--- config.mk ---
export PLATFORM = sky130hd
export DESIGN_NAME = dma_req_queue
export DESIGN_NICKNAME = d
export VERILOG_FILES = /design/src/rtl/dmaq_pkg.sv /design/src/rtl/dmaq_fifo.sv /design/src/rtl/dmaq_irq.sv /design/src/rtl/dma_req_queue.sv
export SDC_FILE = /design/constraint.sdc
export NUM_CORES = 1
export LEC_CHECK = 0
export ABC_CLOCK_PERIOD_IN_PS = 4000
export CORE_MARGIN = 2
export CORE_UTILIZATION = 40
export CTS_CLUSTER_DIAMETER = 120
export DETAILED_ROUTE_END_ITERATION = 10
export GPL_TIMING_DRIVEN = 0
export SKIP_LAST_GASP = 1
export SYNTH_ARGS = -nofsm -noshare
export SYNTH_HDL_FRONTEND = slang
export SYNTH_HIERARCHICAL = 1
export SYNTH_SLANG_ARGS = --single-unit
--- constraint.sdc ---
create_clock -name clk -period 4 [get_ports clk]
set_clock_uncertainty 0.1 [all_clocks]
set_input_delay 0.4 -clock clk [delete_from_list [all_inputs] [get_ports clk]]
set_output_delay 0.4 -clock clk [all_outputs]
set_load 0.01 [all_outputs]
--- src/rtl/dmaq_pkg.sv ---
package dmaq_pkg;
  localparam int ID_W    = 5;
  localparam int NUM_IDS = 1 << ID_W;
  localparam int FLAG_W  = 3;

  // register byte offsets
  localparam logic [11:0] OFS_IRQ_MASK = 12'h080;
  localparam logic [11:0] OFS_IRQ_PEND = 12'h084;
  localparam logic [11:0] OFS_CTRL     = 12'h400;
  localparam logic [11:0] OFS_NEXT_ID  = 12'h404;
  localparam logic [11:0] OFS_START    = 12'h408;
  localparam logic [11:0] OFS_FLAGS    = 12'h40C;
  localparam logic [11:0] OFS_XLEN     = 12'h418;
  localparam logic [11:0] OFS_YLEN     = 12'h41C;
  localparam logic [11:0] OFS_DONE     = 12'h428;

  // interrupt source bits
  localparam int IRQ_SOT = 0;
  localparam int IRQ_EOT = 1;
endpackage

--- src/rtl/dmaq_fifo.sv ---
module dmaq_fifo #(
  parameter int DEPTH = 4,
  parameter int W     = 8
) (
  input  logic         clk,
  input  logic         rst_n,
  input  logic         flush,
  input  logic         push,
  input  logic [W-1:0] wdata,
  input  logic         pop,
  output logic [W-1:0] rdata,
  output logic         full,
  output logic         empty
);
  localparam int PW = (DEPTH > 1) ? $clog2(DEPTH) : 1;
  localparam int CW = $clog2(DEPTH + 1);
  localparam logic [PW-1:0] LAST = PW'(DEPTH - 1);
  localparam logic [CW-1:0] FULLC = CW'(DEPTH);

  logic [W-1:0]  mem [DEPTH];
  logic [PW-1:0] wp_q, wp_d, rp_q, rp_d;
  logic [CW-1:0] cnt_q, cnt_d;

  always_comb begin
    wp_d  = wp_q;
    rp_d  = rp_q;
    cnt_d = cnt_q;
    if (flush) begin
      wp_d  = '0;
      rp_d  = '0;
      cnt_d = '0;
    end else begin
      if (push) wp_d = (wp_q == LAST) ? '0 : wp_q + 1'b1;
      if (pop)  rp_d = (rp_q == LAST) ? '0 : rp_q + 1'b1;
      if (push && !pop)      cnt_d = cnt_q + 1'b1;
      else if (pop && !push) cnt_d = cnt_q - 1'b1;
    end
  end

  always_ff @(posedge clk or negedge rst_n) begin
    if (!rst_n) begin
      wp_q  <= '0;
      rp_q  <= '0;
      cnt_q <= '0;
    end else begin
      wp_q  <= wp_d;
      rp_q  <= rp_d;
      cnt_q <= cnt_d;
    end
  end

  always_ff @(posedge clk) begin
    if (push && !flush) mem[wp_q] <= wdata;
  end

  assign rdata = mem[rp_q];
  assign full  = (cnt_q == FULLC);
  assign empty = (cnt_q == '0);

  a_r5_no_overflow: assert property (@(posedge clk) disable iff (!rst_n)
    push |-> !full);
  a_r6_no_underflow: assert property (@(posedge clk) disable iff (!rst_n)
    pop |-> !empty);
  a_r5_count_bound: assert property (@(posedge clk) disable iff (!rst_n)
    cnt_q <= FULLC);
endmodule

--- src/rtl/dmaq_irq.sv ---
module dmaq_irq #(
  parameter int NSRC = 2
) (
  input  logic            clk,
  input  logic            rst_n,
  input  logic [NSRC-1:0] set_evt,
  input  logic            wr_mask,
  input  logic            wr_pend,
  input  logic [NSRC-1:0] wdata,
  output logic [NSRC-1:0] mask,
  output logic [NSRC-1:0] pend,
  output logic            irq
);
  logic [NSRC-1:0] mask_d, pend_d;

  always_comb begin
    mask_d = wr_mask ? wdata : mask;
    pend_d = pend;
    if (wr_pend) pend_d = pend_d & ~wdata;
    pend_d = pend_d | set_evt;  // a new event wins over a clear
  end

  always_ff @(posedge clk or negedge rst_n) begin
    if (!rst_n) begin
      mask <= '1;
      pend <= '0;
    end else begin
      mask <= mask_d;
      pend <= pend_d;
    end
  end

  assign irq = |(pend & ~mask);

  genvar g;
  generate
    for (g = 0; g < NSRC; g++) begin : g_chk
      a_r7_event_sets: assert property (@(posedge clk) disable iff (!rst_n)
        set_evt[g] |=> pend[g]);
      a_r10_w1c: assert property (@(posedge clk) disable iff (!rst_n)
        (wr_pend && wdata[g] && !set_evt[g]) |=> !pend[g]);
    end
  endgenerate
endmodule

--- src/rtl/dma_req_queue.sv ---
module dma_req_queue
  import dmaq_pkg::*;
#(
  parameter int DEPTH       = 4,
  parameter int LEN_W       = 16,
  parameter int ADDR_W      = 12,
  parameter bit HAS_CYCLIC  = 1'b1,
  parameter bit HAS_PARTIAL = 1'b0
) (
  input  logic              clk,
  input  logic              rst_n,
  input  logic              cfg_wr,
  input  logic [ADDR_W-1:0] cfg_addr,
  input  logic [31:0]       cfg_wdata,
  output logic [31:0]       cfg_rdata,
  output logic              req_valid,
  input  logic              req_ready,
  output logic [ID_W-1:0]   req_id,
  output logic [FLAG_W-1:0] req_flags,
  output logic [LEN_W-1:0]  req_xlen,
  output logic [LEN_W-1:0]  req_ylen,
  input  logic              cpl_valid,
  input  logic [ID_W-1:0]   cpl_id,
  output logic              eng_enable,
  output logic              eng_pause,
  output logic              irq
);
  localparam int ENT_W = ID_W + FLAG_W + 2 * LEN_W;
  localparam logic [FLAG_W-1:0] FLAG_IMPL = {HAS_PARTIAL, 1'b1, HAS_CYCLIC};

  // register state
  logic [1:0]         ctrl_q, ctrl_d;
  logic [FLAG_W-1:0]  flags_q, flags_d;
  logic [LEN_W-1:0]   xlen_q, xlen_d, ylen_q, ylen_d;
  logic [ID_W-1:0]    nid_q, nid_d;
  logic [NUM_IDS-1:0] done_q, done_d;

  logic [11:0] a;
  logic wr_ctrl, wr_start, commit, abort, pop, full, empty;
  logic [ENT_W-1:0] ent_in, ent_out;
  logic [1:0] irq_mask, irq_pend;

  assign a        = 12'(cfg_addr);
  assign wr_ctrl  = cfg_wr && (a == OFS_CTRL);
  assign wr_start = cfg_wr && (a == OFS_START) && cfg_wdata[0];
  assign commit   = wr_start && ctrl_q[0] && !full;
  assign abort    = wr_ctrl && !cfg_wdata[0];
  assign pop      = req_valid && req_ready;

  always_comb begin
    ctrl_d  = wr_ctrl ? cfg_wdata[1:0] : ctrl_q;
    flags_d = (cfg_wr && a == OFS_FLAGS) ? (cfg_wdata[FLAG_W-1:0] & FLAG_IMPL) : flags_q;
    xlen_d  = (cfg_wr && a == OFS_XLEN) ? cfg_wdata[LEN_W-1:0] : xlen_q;
    ylen_d  = (cfg_wr && a == OFS_YLEN) ? cfg_wdata[LEN_W-1:0] : ylen_q;
    nid_d   = commit ? nid_q + 1'b1 : nid_q;
    done_d  = done_q;
    if (cpl_valid) done_d[cpl_id] = 1'b1;
    if (commit)    done_d[nid_q]  = 1'b0;
  end

  always_ff @(posedge clk or negedge rst_n) begin
    if (!rst_n) begin
      ctrl_q  <= '0;
      flags_q <= '0;
      xlen_q  <= '0;
      ylen_q  <= '0;
      nid_q   <= '0;
      done_q  <= '0;
    end else begin
      ctrl_q  <= ctrl_d;
      flags_q <= flags_d;
      xlen_q  <= xlen_d;
      ylen_q  <= ylen_d;
      nid_q   <= nid_d;
      done_q  <= done_d;
    end
  end

  assign ent_in = {nid_q, flags_q, xlen_q, ylen_q};

  dmaq_fifo #(.DEPTH(DEPTH), .W(ENT_W)) u_fifo (
    .clk   (clk),
    .rst_n (rst_n),
    .flush (abort),
    .push  (commit),
    .wdata (ent_in),
    .pop   (pop),
    .rdata (ent_out),
    .full  (full),
    .empty (empty)
  );

  assign {req_id, req_flags, req_xlen, req_ylen} = ent_out;
  assign req_valid  = !empty && ctrl_q[0] && !ctrl_q[1];
  assign eng_enable = ctrl_q[0];
  assign eng_pause  = ctrl_q[1];

  dmaq_irq #(.NSRC(2)) u_irq (
    .clk     (clk),
    .rst_n   (rst_n),
    .set_evt ({cpl_valid, pop}),
    .wr_mask (cfg_wr && a == OFS_IRQ_MASK),
    .wr_pend (cfg_wr && a == OFS_IRQ_PEND),
    .wdata   (cfg_wdata[1:0]),
    .mask    (irq_mask),
    .pend    (irq_pend),
    .irq     (irq)
  );

  always_comb begin
    cfg_rdata = '0;
    case (a)
      OFS_IRQ_MASK: cfg_rdata[1:0]        = irq_mask;
      OFS_IRQ_PEND: cfg_rdata[1:0]        = irq_pend;
      OFS_CTRL:     cfg_rdata[1:0]        = ctrl_q;
      OFS_NEXT_ID:  cfg_rdata[ID_W-1:0]   = nid_q;
      OFS_START:    cfg_rdata[0]          = full;
      OFS_FLAGS:    cfg_rdata[FLAG_W-1:0] = flags_q;
      OFS_XLEN:     cfg_rdata[LEN_W-1:0]  = xlen_q;
      OFS_YLEN:     cfg_rdata[LEN_W-1:0]  = ylen_q;
      OFS_DONE:     cfg_rdata             = done_q;
      default:      cfg_rdata             = '0;
    endcase
  end

  // every commit advances the ID by one
  a_r4_id_step: assert property (@(posedge clk) disable iff (!rst_n)
    commit |=> nid_q == $past(nid_q) + 1'b1);
  // a start write on a full queue leaves the ID alone
  a_r5_full_ignored: assert property (@(posedge clk) disable iff (!rst_n)
    (wr_start && full) |=> $stable(nid_q));
  // an offered request holds until taken
  a_r6_hold: assert property (@(posedge clk) disable iff (!rst_n)
    (req_valid && !req_ready && !wr_ctrl) |=> req_valid && $stable(req_id) && $stable(req_xlen));
  // a completion shows up in the mask
  a_r8_done_set: assert property (@(posedge clk) disable iff (!rst_n)
    (cpl_valid && !(commit && nid_q == cpl_id)) |=> done_q[$past(cpl_id)]);
  // paused or disabled engine offers nothing
  a_r11_pause_quiet: assert property (@(posedge clk) disable iff (!rst_n)
    (ctrl_q[1] || !ctrl_q[0]) |-> !req_valid);
endmodule

== Yosys cells after proc, flatten, opt, wreduce, memory -nomap -nowiden ==
Memories as Yosys holds them, arrays and structs flattened.
Cells that the tools add are included.
Storage, ports and cells
  flip-flop bits (word level): 84
  memory bits (writable): 156
  memories: 1
Memories
  u_fifo.mem: depth 4, bits a word 39, read ports 1, clocked after memory_dff 0, write ports 1, line dmaq_fifo.sv:20  | logic [W-1:0] mem [DEPTH];
Cells by class
  equal/unequal tests: 12
  reduce and logical (&&, ||, !) cells: 31
  multiplexer cells: 24
  bitwise operators: 8
  order comparisons: 4
  $add $sub $neg: 5
Operator list (count)
  equality test 12 x 11 -> 1 bit, second input constant: 7
  2-to-1 mux 32 bit: 2
  case mux 11 bit (3 select lines): 1
  bitwise AND 32 bit: 1
  NOT 32 bit: 1
  bitwise OR 32 bit: 1
  equality test 12 x 8 -> 1 bit, second input constant: 2
  logical AND 1 bit: 19
  2-to-1 mux 16 bit: 1
  2-to-1 mux 2 bit: 7
  less-than comparator 5 x 6 -> 1 bit, second input constant: 2
  demux 1 bit (select 5 bit): 2
  greater-or-equal comparator 5 x 1 -> 1 bit, second input constant: 2
  2-to-1 mux 3 bit: 3
  case mux 1 bit (9 select lines): 1
  case mux 1 bit (8 select lines): 1
  case mux 2 bit (4 select lines): 1
  zero test 1 bit: 7
  adder 5 x 1 -> 5 bit, second input constant: 1
  adder 2 x 1 -> 2 bit, second input constant: 2
  bitwise AND 2 bit: 2
  equality test 2 bit, second input constant: 2
  2-to-1 mux 1 bit: 4
  NOT 2 bit: 2
  other kinds (9): 10

== Depth between registers and ports, before layout ==
Gate-level depths: netlist of run 1.
  word-level depth: 10
  gate-level depth with buffers: 10
  mapped depth without buffers: 9

== By module ==
Netlist of run 1, hierarchy kept.
By module, submodules not included
  dmaq_fifo: area each 6294.8 sq um, cells an instance 259, instances 1
  dma_req_queue: area each 3766.1 sq um, cells an instance 352, instances 1
  dmaq_irq: area each 161.4 sq um, cells an instance 13, instances 1

== Worst setup path after synthesis of run 1 ==
No wires, ideal clock.
  path type: input port to flip-flop
  start point: in cfg_addr[9]
  end point: mem u_fifo/mem[0][0] (netlist name), enable pin
  setup time: 0.442 ns
  slack: 0.679 ns
  stages on the path: 7
  path buffers: 1
  arrival: 2.779 ns
  cells stage by stage: or4_4 > or4_4 > or3_4 > nor2_1 > clkbuf_1 > nor2b_1 > and2_1
RTL lines
  from (decl): line dma_req_queue.sv:13  | input logic [ADDR_W-1:0] cfg_addr,
  equality test 12 x 11 -> 1 bit: line dma_req_queue.sv:44  | assign wr_ctrl = cfg_wr && (a == OFS_CTRL);
  logical AND 1 bit: line dma_req_queue.sv:44
  logical AND 1 bit: line dma_req_queue.sv:47  | assign abort = wr_ctrl && !cfg_wdata[0];
  via abort: line dma_req_queue.sv:39  | logic wr_ctrl, wr_start, commit, abort, pop, full, empty;
  zero test 1 bit: line dmaq_fifo.sv:53  | if (push && !flush) mem[wp_q] <= wdata;
  logical AND 1 bit: line dmaq_fifo.sv:53
  2-to-1 mux 1 bit: line dmaq_fifo.sv:53
  2-to-1 mux 1 bit (implied by the code): line dmaq_fifo.sv:53
  to (decl): line dmaq_fifo.sv:20
The timed path passes the listed nets, and every way through them passes these cells.

== Final worst setup path of run 1 ==
  start point: in cfg_addr[2]
  end point: out cfg_rdata[9]
Between the ends
  longest elaborated chain between the ends: 2
RTL lines
  equality test 12 x 11 -> 1 bit: line dma_req_queue.sv:112  | case (a)
  case mux 11 bit (3 select lines) *: line dma_req_queue.sv:112
  to (decl): line dma_req_queue.sv:15  | output logic [31:0] cfg_rdata,
Mark *: on every way between the ends. The rest lies on a longest branch, timed or not.

==> results_tabular.tex, run 1 <==
\begin{tabular}{lr}
\hline
Metric & Value \\
\hline
\multicolumn{2}{l}{\textbf{Drt}} \\
Initial DRT Pass Iterations & 5 \\
Antenna-violating nets left & 0 \\
Total wire length & 24.8 mm \\
Number of violations reported at the end of detailed-routing iteration 0 & 476 \\
Final routed wire length divided by cell count & 22.2 um \\
Vias after detailed routing & roughly 6,100 \\
Number of vias per cell & 5.46 \\
\# DRC & 0 \\
\multicolumn{2}{l}{\textbf{GRT}} \\
Vias in the first global route & around 6,600 \\
GRT Resource Usage Total & 0.188 \\
Number of antenna violations at the first check in global routing & 0 \\
First-pass GRT wire length & approximately 38 mm \\
Largest net degree at the start of global routing & 54 \\
Overall overflow remaining after global route & 0 \\
\multicolumn{2}{l}{\textbf{Worst setup path}} \\
Cell type group with the largest total delay on the critical path & buffers and inverters \\
Crit path kind & primary input to primary output \\
Reg-to-Reg Start & u\_fifo/cnt\_q[0] \\
Capturing point of the worst reg2reg path & u\_fifo/mem[3][28] \\
Worst reg-to-reg setup slack & about 1.1 ns \\
Sequence of cells on the critical path & clkdlybuf4s50\_1, buf\_2, buf\_1, mux2i\_1, o21ai\_0, clkdlybuf4s50\_1 \\
Standard cell with the maximum stage delay on the critical path & sky130\_fd\_sc\_hd\_\_buf\_1 \\
Arrival time of the worst setup path & 3.29 ns \\
Buffers \& Inverters on Critical Path & 4 \\
Type of origin of the critical path & primary input \\
Max stage delay on crit path & approximately 0.66 ns \\
Worst-path fanout max & 19 \\
Critical path endpoint category & primary output \\
Most frequent cell on the critical path & sky130\_fd\_sc\_hd\_\_clkdlybuf4s50\_1 \\
Worst Path Required & approximately 3.5 ns \\
Number of cell instances on the worst register-to-register path & 8 \\
\multicolumn{2}{l}{\textbf{Final layout}} \\
Post-layout util & 0.504 \\
Area taken by multi-input logic gates & 3080 um\^{}2 \\
Number of fill cells in the layout & 2,161 \\
Antenna Diode Count & 0 \\
Combined flip-flop and latch cell area & 6910 um\^{}2 \\
Design area & 12,700 um\^{}2 \\
Synth-to-Final Area Change & 23.9\% \\
Fraction of final layout cells sized beyond drive strength 1 & 0.197 \\
Post-layout nets & approximately 840 \\
\multicolumn{2}{l}{\textbf{Synthesis}} \\
Total of flip-flops plus latches after synthesis & approximately 240 \\
Count of synthesis-stage warnings from yosys & 6 \\
Share of the synthesized area in compound gates (AO/OA/AOI/OAI) & 0.0507 \\
Post-synthesis instance area & 10,200 um\^{}2 \\
Fraction of the yosys area taken by sequential cells & 0.676 \\
Fraction of registers with async set/reset & 0.344 \\
Average footprint of a synthesized cell & $\sim$16 um\^{}2 \\
Number of cells produced by synthesis & about 620 \\
Number of flops mapped to enable cells by yosys & 160 \\
Combinational family with the most area after synthesis & multiplexers \\
Post-synthesis simple-gate area fraction & 0.0731 \\
Adder-cell share of the synthesized area & 0.0130 \\
Post-synth cell types & 54 \\
Most frequently used flop master after synthesis & sky130\_fd\_sc\_hd\_\_edfxtp\_1 \\
Mux cell area share after synthesis & 0.156 \\
Area share of xor/xnor cells in the synthesized design & 0.00514 \\
\multicolumn{2}{l}{\textbf{Placement}} \\
Routability Congestion & 0.848 \\
Worst setup slack before clock tree synthesis & -0.250 ns \\
Number of buffer cells added on primary ports & 113 \\
Dpl cell area & 11,900 um\^{}2 \\
Post-DP HPWL & 16.8 mm \\
\multicolumn{2}{l}{\textbf{Clock tree}} \\
Maximum clock insertion buffer count & 3 \\
Root cell of the clock tree & sky130\_fd\_sc\_hd\_\_clkbuf\_16 \\
Clock network latency to the later pin of the worst-skew pair & 0.52 ns \\
TritonCTS buffer count & 24 \\
H-tree levels & 1 \\
Clock slew at reported path FFs & 0.06 ns \\
CTS tree & done \\
Count of clock tree sinks & 244 \\
\multicolumn{2}{l}{\textbf{Timing}} \\
Final hold viol count & 0 \\
Final worst path period need & 3.79 ns \\
Period utilization & 0.946 \\
Highest clock frequency the design can meet & around 0.26 GHz \\
Setup repair after global routing missed its margin & false \\
Endpoints failing setup & 0 \\
Worst-margin pin slew & approximately 1.3 ns \\
Final hold slack & 0.310 ns \\
Max-slew headroom at the worst pin & 0.148 \\
Slew Viols, Final & 0 \\
Worst-case setup margin in the final layout & approximately 0.21 ns \\
\multicolumn{2}{l}{\textbf{Die}} \\
Width of the die & 164 um \\
Overall die area & 26,900 um\^{}2 \\
Core area & 25,100 um\^{}2 \\
Vertical extent of the die & roughly 160 um \\
Top-level I/O count & 130 \\
Count of standard-cell rows & 58 \\
Initial Utilization & 0.407 \\
\multicolumn{2}{l}{\textbf{Hold path}} \\
Class of the tightest hold or removal check & primary input to asynchronous set/reset pin \\
\multicolumn{2}{l}{\textbf{Power and ir drop}} \\
Cell Pwr Density & 404 nW/um\^{}2 \\
Maximum resistive drop on vdd & 189 uV \\
Leak Pwr & 4.88 nW \\
\multicolumn{2}{l}{\textbf{Outcome}} \\
Run status & finished, final reports clean \\
\multicolumn{2}{l}{\textbf{Run}} \\
Number of max-cap violations & 0 \\
\hline
\end{tabular}
-- power by group --
| part | switching, mW | internal, mW | total, mW |
|---|---|---|---|
| registers | 0.0502 | 2.74 | 2.79 |
| clock network | 0.936 | 1.19 | 2.13 |
| logic | 0.104 | 0.0895 | 0.194 |
-- cell usage after synthesis, drive strengths merged, types with 2 or more instances --
master | n | area share
dfstp | 2 | 0.0051
nor4 | 4 | 0.0031
nor3b | 13 | 0.0095
and3 | 8 | 0.0049
o221ai | 3 | 0.0026
clkbuf | 10 | 0.0038
and3b | 5 | 0.0043
nor4b | 2 | 0.0023
o32ai | 2 | 0.0017
a21oi | 41 | 0.020
dfrtp | 82 | 0.20
nor3 | 4 | 0.0020
edfxtp | 160 | 0.47
xor2 | 2 | 0.0017
o21ai | 14 | 0.0069
mux2i | 17 | 0.017
a221o | 2 | 0.0020
inv | 9 | 0.0033
and2 | 22 | 0.013
mux4 | 41 | 0.091
nor2 | 17 | 0.0065
nand2 | 32 | 0.012
mux2 | 43 | 0.048
or4 | 3 | 0.0031
a31oi | 24 | 0.015
buf | 25 | 0.019
ha | 9 | 0.011
nand3 | 7 | 0.0034
nor2b | 3 | 0.0018
xnor2 | 4 | 0.0034
a21o | 2 | 0.0015
-- cell type report --
class | count | area share
sequential | 244 | 0.546
multi-input combinational | 339 | 0.243
timing repair buffer | 120 | 0.0996
clock buffer | 30 | 0.0500
tap | 330 | 0.0326
buffer | 34 | 0.0181
clock inverter | 14 | 0.00850
inverter | 9 | 0.00267
-- through the flow --
step                      power, mW  instances  setup TNS (ns)
after floorplan                2.91        627               0
after global placement         3.02       1070         -195.55
after detailed placement       3.03       1075           -1.72
after CTS                      5.16       1119               0
after global routing           5.29       1120               0
final                          5.12       1120               0
-- registers in the layout, summed over array words and instances, names as in the netlist --
signal	cells
u_fifo/cnt_q	3
flags_q	2
ylen_q	16
done_q	32
u_irq/pend	2
u_irq/mask	2
u_fifo/wp_q	2
u_fifo/mem	160
nid_q	5
xlen_q	16
u_fifo/rp_q	2
ctrl_q	2
-- timing repair --
action                                  4_1_cts  5_1_grt
setup buffers                                 0        1
endpoints found under the hold margin        29        0
pin swaps                                     0        1
gates resized for setup                       1        1
hold buffers                                  1        0
endpoints found under the setup margin       13        2
-- worst max-delay path by stage --
stage                            from                to  slack [ns]  cells after the start
after floorplan           cfg_addr[9]  u_fifo/mem[0][0]        0.68                      7
after global placement    cfg_addr[2]  u_fifo/mem[2][5]       -0.85                      8
after detailed placement  cfg_addr[2]      cfg_rdata[9]       -0.25                      7
after CTS                 cfg_addr[3]     cfg_rdata[12]        0.16                      8
after global routing      cfg_addr[2]     cfg_rdata[14]        0.13                      6
final                     cfg_addr[2]      cfg_rdata[9]        0.21                      6
-- layer usage --
layer,GRT usage,part of all wire
met5,0,0
met4,0.0650,0.027
met1,0.247,0.42
met3,0.0263,0.058
met2,0.323,0.50
-- kinds of logic after synthesis --
family                   count (synthesis)
XOR/XNOR                                 6
adder cells (fa/ha/maj)                 10
other                                    1
buffers and inverters                   44
multiplexers                           101
flip-flops                             244
AND/OR/NAND/NOR                        128
AO/OA/AOI/OAI                           90
-- placed cells by master, fill, tap and decap left out, drive strengths merged, types with 5 or more instances in the layout --
| master | count |
|---|---|
| clkdlybuf4s50 | 112 |
| a21oi | 41 |
| and3 | 8 |
| nor2 | 17 |
| clkinv | 10 |
| clkbuf | 40 |
| and2 | 22 |
| inv | 11 |
| o21ai | 14 |
| dfrtp | 82 |
| buf | 31 |
| nand3 | 7 |
| mux4 | 41 |
| edfxtp | 160 |
| mux2 | 43 |
| nor3b | 13 |
| a31oi | 24 |
| and3b | 5 |
| mux2i | 17 |
| ha | 9 |
| nand2 | 32 |
(Power assumes the default switching activity.)
==> run 2: changes to the inputs <==
ABC_CLOCK_PERIOD_IN_PS = 4800   (was 4000)
CAP_MARGIN = 20   (was default)
clock period = 4.8 ns   (was 4 ns; I/O delays follow)
==> run 2 against run 1 <==
Global-route usage increased by 0.10 points. Routed wire length about the same. Die area unchanged. Critical path depth increased by 1. Cell area increased by 0.71%. Final cell count about the same. First-iteration DRC count decreased by 5.7%. Via count about the same. Worst setup slack improved by 0.11 ns. Clock power decreased by 7%. Register-to-register slack improved by 0.79 ns.
==> results_tabular.tex, run 2 (synthesized netlist as in run 1, its figures left out) <==
\begin{tabular}{lr}
\hline
Metric & Value \\
\hline
\multicolumn{2}{l}{\textbf{Outcome}} \\
Run status & finished, final reports clean (unchanged) \\
\multicolumn{2}{l}{\textbf{Power and ir drop}} \\
Reg power frac & 0.520 (was 0.546) \\
Cell-internal power & 3.56 mW (was 4.02 mW) \\
Cell Pwr Density & 351 nW/um\^{}2 (was 404 nW/um\^{}2) \\
Switching power as a share of total power & 0.205 (was 0.213) \\
Total design power & 4.48 mW (was 5.12 mW) \\
Comb power frac & 0.036 (was 0.038) \\
Maximum resistive drop on vdd & 179 uV (was 189 uV) \\
Net switching power & 0.918 mW (was 1.09 mW) \\
Clock group share of total power & 0.444 (was 0.416) \\
Leak Pwr & 4.92 nW (was 4.88 nW) \\
\multicolumn{2}{l}{\textbf{Drt}} \\
Final routed wire length divided by cell count & 22.2 um (about the same) \\
Number of vias per cell & 5.45 (was 5.46) \\
Vias after detailed routing & 6,112 (was 6,114) \\
Initial DRT Pass Iterations & 5 (unchanged) \\
Antenna-violating nets left & 0 (unchanged) \\
Total wire length & 24.9 mm (was 24.8 mm) \\
\# DRC & 0 (unchanged) \\
Number of violations reported at the end of detailed-routing iteration 0 & 449 (was 476) \\
\multicolumn{2}{l}{\textbf{GRT}} \\
Largest net degree at the start of global routing & 54 (unchanged) \\
Overall overflow remaining after global route & 0 (unchanged) \\
First-pass GRT wire length & 38.3 mm (was 38.1 mm) \\
Number of antenna violations at the first check in global routing & 0 (unchanged) \\
GRT Resource Usage Total & 0.189 (was 0.188) \\
Vias in the first global route & 6,606 (was 6,596) \\
\multicolumn{2}{l}{\textbf{Clock tree}} \\
Clock network latency to the later pin of the worst-skew pair & 0.52 ns (about the same) \\
Count of clock tree sinks & 244 (unchanged) \\
Maximum clock insertion buffer count & 3 (unchanged) \\
TritonCTS buffer count & 24 (unchanged) \\
CTS resizes & 0 (was 1) \\
Clock slew at reported path FFs & 0.07 ns (was 0.06 ns) \\
CTS tree & done (unchanged) \\
Root cell of the clock tree & sky130\_fd\_sc\_hd\_\_clkbuf\_16 (unchanged) \\
H-tree levels & 1 (unchanged) \\
\multicolumn{2}{l}{\textbf{Worst setup path}} \\
Critical path endpoint category & primary output (unchanged) \\
Critical path launch point & cfg\_addr[2] (unchanged) \\
Type of origin of the critical path & primary input (unchanged) \\
Worst reg-to-reg setup slack & 1.84 ns (was 1.05 ns) \\
Crit path kind & primary input to primary output (unchanged) \\
Arrival time of the worst setup path & 3.90 ns (was 3.29 ns) \\
Worst-path fanout max & 10 (was 19) \\
Worst Path Required & 4.22 ns (was 3.50 ns) \\
Reg-to-Reg Start & u\_fifo/cnt\_q[0] (unchanged) \\
Capturing point of the worst reg2reg path & u\_fifo/mem[3][26] (was u\_fifo/mem[3][28]) \\
Number of cell instances on the worst register-to-register path & 8 (unchanged) \\
\multicolumn{2}{l}{\textbf{Die}} \\
Vertical extent of the die & 164 um (unchanged) \\
Initial Utilization & 0.407 (unchanged) \\
Width of the die & 164 um (unchanged) \\
Count of standard-cell rows & 58 (unchanged) \\
Core area & 25,100 um\^{}2 (unchanged) \\
Overall die area & 26,900 um\^{}2 (unchanged) \\
Top-level I/O count & 130 (unchanged) \\
\multicolumn{2}{l}{\textbf{Timing}} \\
Setup repair after global routing missed its margin & false (unchanged) \\
Highest clock frequency the design can meet & 0.223 GHz \\
Period utilization & 0.933 \\
Worst-case setup margin in the final layout & 0.322 ns (was 0.215 ns) \\
Worst-margin pin slew & 0.908 ns (was 1.28 ns) \\
Slew Viols, Final & 0 (unchanged) \\
Final hold viol count & 0 (unchanged) \\
Final worst path period need & 4.48 ns \\
Max-slew headroom at the worst pin & 0.393 (was 0.148) \\
Endpoints failing setup & 0 (unchanged) \\
\multicolumn{2}{l}{\textbf{Placement}} \\
Routability Congestion & 0.848 (unchanged) \\
Worst setup slack before clock tree synthesis & 0.349 ns (was -0.250 ns) \\
Number of buffer cells added on primary ports & 113 (unchanged) \\
Dpl cell area & 11,900 um\^{}2 (about the same) \\
Post-DP HPWL & 16.8 mm (about the same) \\
\multicolumn{2}{l}{\textbf{Final layout}} \\
Flip-flop count of the largest register, all copies and words added & 160 (unchanged) \\
Leading cell type in the layout, fill and taps excluded & sky130\_fd\_sc\_hd\_\_edfxtp\_1 (unchanged) \\
Design area & 12,800 um\^{}2 (was 12,700 um\^{}2) \\
Post-layout nets & 837 (was 836) \\
Highest-count cells in the layout ignoring fill and taps & sky130\_fd\_sc\_hd\_\_edfxtp\_1 (160), sky130\_fd\_sc\_hd\_\_clkdlybuf4s50\_1 (112), sky130\_fd\_sc\_hd\_\_dfrtp\_1 (82) (unchanged) \\
Synth-to-Final Area Change & 24.8\% (was 23.9\%) \\
Largest registers ranked by flip-flop count & u\_fifo/mem: 160 flops, done\_q: 32 flops (unchanged) \\
Fraction of final layout cells sized beyond drive strength 1 & 0.205 (was 0.197) \\
Antenna Diode Count & 0 (unchanged) \\
Largest reg by FF count & u\_fifo/mem (unchanged) \\
\multicolumn{2}{l}{\textbf{Hold path}} \\
Class of the tightest hold or removal check & primary input to asynchronous set/reset pin (unchanged) \\
\multicolumn{2}{l}{\textbf{Run}} \\
Number of max-cap violations & 0 (unchanged) \\
\hline
\end{tabular}
## run 2: changes by cell type in the layout (fill, tap and decap cells not counted), moves of 2 or more
cell / change
sky130_fd_sc_hd__bufinv_16: +3
sky130_fd_sc_hd__clkbuf_1: -2
sky130_fd_sc_hd__clkinv_1: -5
sky130_fd_sc_hd__clkinv_2: +2
sky130_fd_sc_hd__clkinvlp_4: +2
## run 2: how the worst max path moves through the flow
stage / endpoint / slack [ns] / cells past startpoint
2_1_floorplan: u_fifo/mem[0][0] / 1.40 / 7
3_3_place_gp: u_fifo/mem[2][5] / -0.13 / 8
3_5_place_dp: cfg_rdata[9] / 0.35 / 7
4_1_cts: cfg_rdata[14] / 0.31 / 7
5_1_grt: cfg_rdata[14] / 0.21 / 7
6_report: cfg_rdata[14] / 0.32 / 7
## run 2: metal layers
metal | vias to the layer above | part of all wire | track usage
li1 | 2723 | - | -
met1 | 3126 | 0.42 | 0.247
met2 | 230 | 0.50 | 0.328
met3 | 33 | 0.060 | 0.0303
met4 | 0 | 0.019 | 0.0550
met5 | - | 0 | 0
## run 2: worst max-delay path: stages
cell                              delay (ns)
sky130_fd_sc_hd__clkdlybuf4s50_1        0.51
sky130_fd_sc_hd__buf_2                  0.30
sky130_fd_sc_hd__buf_1                  0.70
sky130_fd_sc_hd__buf_1                  0.68
sky130_fd_sc_hd__mux2i_1                0.18
sky130_fd_sc_hd__o21ai_0                0.40
sky130_fd_sc_hd__clkdlybuf4s50_1        0.63
## run 2: power groups by stage
stage | registers [mW] | clock network [mW] | logic (mW)
floorplan | 2.35 | 0 | 0.0777
global placement | 2.37 | 0 | 0.149
detailed placement | 2.37 | 0 | 0.160
CTS | 2.33 | 2.03 | 0.161
global route | 2.33 | 2.11 | 0.179
finish | 2.33 | 1.99 | 0.161
## run 2: through the flow
stage	instances	util	TNS (ns)	hold WS, ns
floorplan	627	-	0	0.0844
global placement	1070	0.469	-19.70	0.403
detailed placement	1076	0.474	0	0.379
CTS	1121	0.508	0	0.379
global route	1121	0.508	0	0.432
finish	1121	0.508	0	0.390
## run 2: timing repair
item,in CTS,in global routing
hold buffers,1,0
buffers inserted,0,0
endpoints found under the hold margin,29,0
## run 2: layout make-up
cell class	count	area, um^2
clock buffers	30	664
multi-input cells	339	3060
well taps	330	413
flip-flops and latches	244	6910
plain buffers	35	233
clock inverters	14	179
repair buffers	120	1260
inverters	9	33.8
fillers	2152	12400
==> run 3: changes to the inputs <==
--- a/config.mk
+++ b/config.mk
@@ -9,3 +9,3 @@
 export CAP_MARGIN = 20
-export CORE_MARGIN = 2
+export CORE_MARGIN = 1
 export CORE_UTILIZATION = 40
==> constraint.sdc (replaced) <==
create_clock -name clk -period 4.8 [get_ports clk]
set_clock_uncertainty 0.1 [all_clocks]
set_input_delay 1.44 -clock clk [delete_from_list [all_inputs] [get_ports clk]]
set_output_delay 1.44 -clock clk [all_outputs]
set_load 0.01 [all_outputs]
==> run 3 against run 2 <==
Sequential share of layout area down 0.68 points. Count of clock-buffer cells in the layout is 1 lower. Register-to-register slack improved by 0.12 ns. Sequential cell count unchanged. Largest power group unchanged. Via count rose by 1.6%. Die area fell by 2.4%. Final cell count up 0.89%. Worst hold slack improved by 0.020 ns. Cell area grew 1.3%. Critical path depth down 1. Maximum frequency down 6.2%.
==> results_tabular.tex, run 3 (synthesized netlist as in run 1, its figures left out) <==
\begin{tabular}{lr}
\hline
Metric & Value \\
\hline
\multicolumn{2}{l}{\textbf{Drt}} \\
Number of violations reported at the end of detailed-routing iteration 0 & 473 (was 449) \\
Initial DRT Pass Iterations & 5 (unchanged) \\
Vias after detailed routing & 6,211 (was 6,112) \\
Antenna-violating nets left & 0 (unchanged) \\
Final routed wire length divided by cell count & 22.3 um (was 22.2 um) \\
\# DRC & 0 (unchanged) \\
Number of vias per cell & 5.49 (was 5.45) \\
Total wire length & 25.2 mm (was 24.9 mm) \\
\multicolumn{2}{l}{\textbf{Worst setup path}} \\
Capturing point of the worst reg2reg path & u\_fifo/mem[2][9] (was u\_fifo/mem[3][26]) \\
Arrival time of the worst setup path & 3.23 ns (was 3.90 ns) \\
Number of cell instances on the worst register-to-register path & 8 (unchanged) \\
Crit path kind & primary input to primary output (unchanged) \\
Worst Path Required & 3.26 ns (was 4.22 ns) \\
Reg-to-Reg Start & u\_fifo/cnt\_q[0] (unchanged) \\
Worst-path fanout max & 10 (unchanged) \\
Type of origin of the critical path & primary input (unchanged) \\
Critical path endpoint category & primary output (unchanged) \\
Worst reg-to-reg setup slack & 1.96 ns (was 1.84 ns) \\
\multicolumn{2}{l}{\textbf{Timing}} \\
Highest clock frequency the design can meet & 0.209 GHz (was 0.223 GHz) \\
Endpoints failing setup & 0 (unchanged) \\
Period utilization & 0.995 (was 0.933) \\
Max-slew headroom at the worst pin & 0.495 (was 0.393) \\
Final worst path period need & 4.77 ns (was 4.48 ns) \\
Slew Viols, Final & 0 (unchanged) \\
Final hold viol count & 0 (unchanged) \\
Worst-case setup margin in the final layout & 0.0258 ns (was 0.322 ns) \\
Final hold slack & 0.410 ns (was 0.390 ns) \\
Worst-margin pin slew & 0.755 ns (was 0.908 ns) \\
Setup repair after global routing missed its margin & true (was false) \\
\multicolumn{2}{l}{\textbf{Placement}} \\
Worst setup slack before clock tree synthesis & -1.50 ns (was 0.349 ns) \\
Placed cells & 1,075 (was 1,076) \\
Number of buffer cells added on primary ports & 113 (unchanged) \\
Routability Congestion & 0.846 (was 0.848) \\
Dpl cell area & 11,900 um\^{}2 (about the same) \\
Post-DP HPWL & 16.7 mm (was 16.8 mm) \\
\multicolumn{2}{l}{\textbf{Die}} \\
Overall die area & 26,200 um\^{}2 (was 26,900 um\^{}2) \\
Count of standard-cell rows & 58 (unchanged) \\
Width of the die & 162 um (was 164 um) \\
Vertical extent of the die & 162 um (was 164 um) \\
Core area & 25,100 um\^{}2 (unchanged) \\
Top-level I/O count & 130 (unchanged) \\
Initial Utilization & 0.407 (unchanged) \\
\multicolumn{2}{l}{\textbf{Clock tree}} \\
TritonCTS buffer count & 25 (was 24) \\
CTS tree & done (unchanged) \\
Clock slew at reported path FFs & 0.06 ns (was 0.07 ns) \\
Clock network latency to the later pin of the worst-skew pair & 0.52 ns (about the same) \\
Count of clock tree sinks & 244 (unchanged) \\
H-tree levels & 1 (unchanged) \\
Root cell of the clock tree & sky130\_fd\_sc\_hd\_\_clkbuf\_16 (unchanged) \\
Maximum clock insertion buffer count & 3 (unchanged) \\
\multicolumn{2}{l}{\textbf{Final layout}} \\
Largest reg by FF count & u\_fifo/mem (unchanged) \\
Count of placed standard cells in the final layout, fillers left out & 1,131 (was 1,121) \\
Largest registers ranked by flip-flop count & u\_fifo/mem: 160 flops, done\_q: 32 flops (unchanged) \\
Design area & 12,900 um\^{}2 (was 12,800 um\^{}2) \\
Post-layout util & 0.514 (was 0.508) \\
Combined flip-flop and latch cell area & 6910 um\^{}2 (unchanged) \\
Area taken by multi-input logic gates & 3210 um\^{}2 (was 3060 um\^{}2) \\
Post-layout nets & 846 (was 837) \\
Antenna Diode Count & 0 (unchanged) \\
Leading cell type in the layout, fill and taps excluded & sky130\_fd\_sc\_hd\_\_edfxtp\_1 (unchanged) \\
Number of fill cells in the layout & 2,152 (unchanged) \\
Highest-count cells in the layout ignoring fill and taps & sky130\_fd\_sc\_hd\_\_edfxtp\_1 (160), sky130\_fd\_sc\_hd\_\_dfrtp\_1 (82), sky130\_fd\_sc\_hd\_\_clkdlybuf4s50\_1 (70) (was sky130\_fd\_sc\_hd\_\_edfxtp\_1 (160), sky130\_fd\_sc\_hd\_\_clkdlybuf4s50\_1 (112), sky130\_fd\_sc\_hd\_\_dfrtp\_1 (82)) \\
Synth-to-Final Area Change & 26.3\% (was 24.8\%) \\
Flip-flop count of the largest register, all copies and words added & 160 (unchanged) \\
Fraction of final layout cells sized beyond drive strength 1 & 0.265 (was 0.205) \\
\multicolumn{2}{l}{\textbf{Run}} \\
Number of max-cap violations & 0 (unchanged) \\
\multicolumn{2}{l}{\textbf{GRT}} \\
First-pass GRT wire length & 38.9 mm (was 38.3 mm) \\
Largest net degree at the start of global routing & 72 (was 54) \\
Vias in the first global route & 6,554 (was 6,606) \\
Number of antenna violations at the first check in global routing & 0 (unchanged) \\
Overall overflow remaining after global route & 0 (unchanged) \\
GRT Resource Usage Total & 0.198 (was 0.189) \\
\multicolumn{2}{l}{\textbf{Hold path}} \\
Class of the tightest hold or removal check & flip-flop to flip-flop (was primary input to asynchronous set/reset pin) \\
Hold path endpoint & u\_irq/pend[1] \\
Worst hold path startpoint & u\_irq/pend[1] \\
Min-Delay Path Depth & 1 \\
\multicolumn{2}{l}{\textbf{Power and ir drop}} \\
Leak Pwr & 5.28 nW (was 4.92 nW) \\
Maximum resistive drop on vdd & 235 uV (was 179 uV) \\
Cell Pwr Density & 336 nW/um\^{}2 (was 351 nW/um\^{}2) \\
\multicolumn{2}{l}{\textbf{Outcome}} \\
Run status & finished, final reports clean (unchanged) \\
\hline
\end{tabular}
==> run 3: changes by cell type in the layout (fill, tap and decap cells not counted), sizes merged, moves of 4 or more <==
cell and change:
dlymetal6s2s +14, clkinvlp +4, dlygate4sd2 +10, buf +17, clkdlybuf4s50 -42, clkdlybuf4s15 +6
==> run 3: final cells by class <==
class / instances / area share
Multi-Input combinational cell: 339 / 0.248
Clock inverter: 17 / 0.0112
Buffer: 34 / 0.0219
Clock buffer: 29 / 0.0496
Inverter: 9 / 0.00262
Sequential cell: 244 / 0.535
Timing Repair Buffer: 129 / 0.0992
Tap cell: 330 / 0.0320
==> run 3: what timing repair did <==
item / 4_1_cts / 5_1_grt
pin swaps: 7 / 6
hold buffers: 0 / 0
buffers inserted: 8 / 3
setup endpoints to repair: 32 / 28
gates resized for setup: 104 / 38
endpoints found under the hold margin: 0 / 0
==> run 3: metal layers <==
metal / vias up / wire length, um / global-route usage / share of wire
met1: 3201 / 10800 / 0.270 / 0.43
met4: 0 / 533 / 0.0540 / 0.021
met3: 47 / 1310 / 0.0230 / 0.052
met2: 228 / 12600 / 0.335 / 0.50
li1: 2735 / - / - / -
met5: - / 0 / 0 / 0
==> run 3: where the power goes <==
group,internal (mW),switching [mW]
clock,1.03,0.818
sequential,2.28,0.0432
combinational,0.0752,0.0929
==> run 3: worst max path at each step <==
stage                            from       endpoint  slack, ns  depth (start not counted)
after global routing      cfg_addr[7]   cfg_rdata[8]      -0.07                          8
after floorplan           cfg_addr[2]  cfg_rdata[10]       0.39                          5
after global placement    cfg_addr[2]   cfg_rdata[9]      -1.54                          7
after CTS                 cfg_addr[1]  cfg_rdata[30]      -0.06                          6
final                     cfg_addr[1]  cfg_rdata[27]       0.03                          6
after detailed placement  cfg_addr[2]   cfg_rdata[9]      -1.50                          7
==> run 3: through the flow <==
step / TNS [ns] / total power [mW]
detailed placement: -54.76 / 2.53
global placement: -286.15 / 2.52
floorplan: 0 / 2.43
global route: -0.132 / 4.49
CTS: -0.402 / 4.37
finish: 0 / 4.34
==> run 3: critical path: stages <==
cell and delay (ns):
sky130_fd_sc_hd__dlygate4sd2_1 0.34, sky130_fd_sc_hd__nor3b_4 0.30, sky130_fd_sc_hd__and4_4 0.33, sky130_fd_sc_hd__buf_6 0.15
sky130_fd_sc_hd__and2_1 0.14, sky130_fd_sc_hd__clkdlybuf4s50_1 0.54
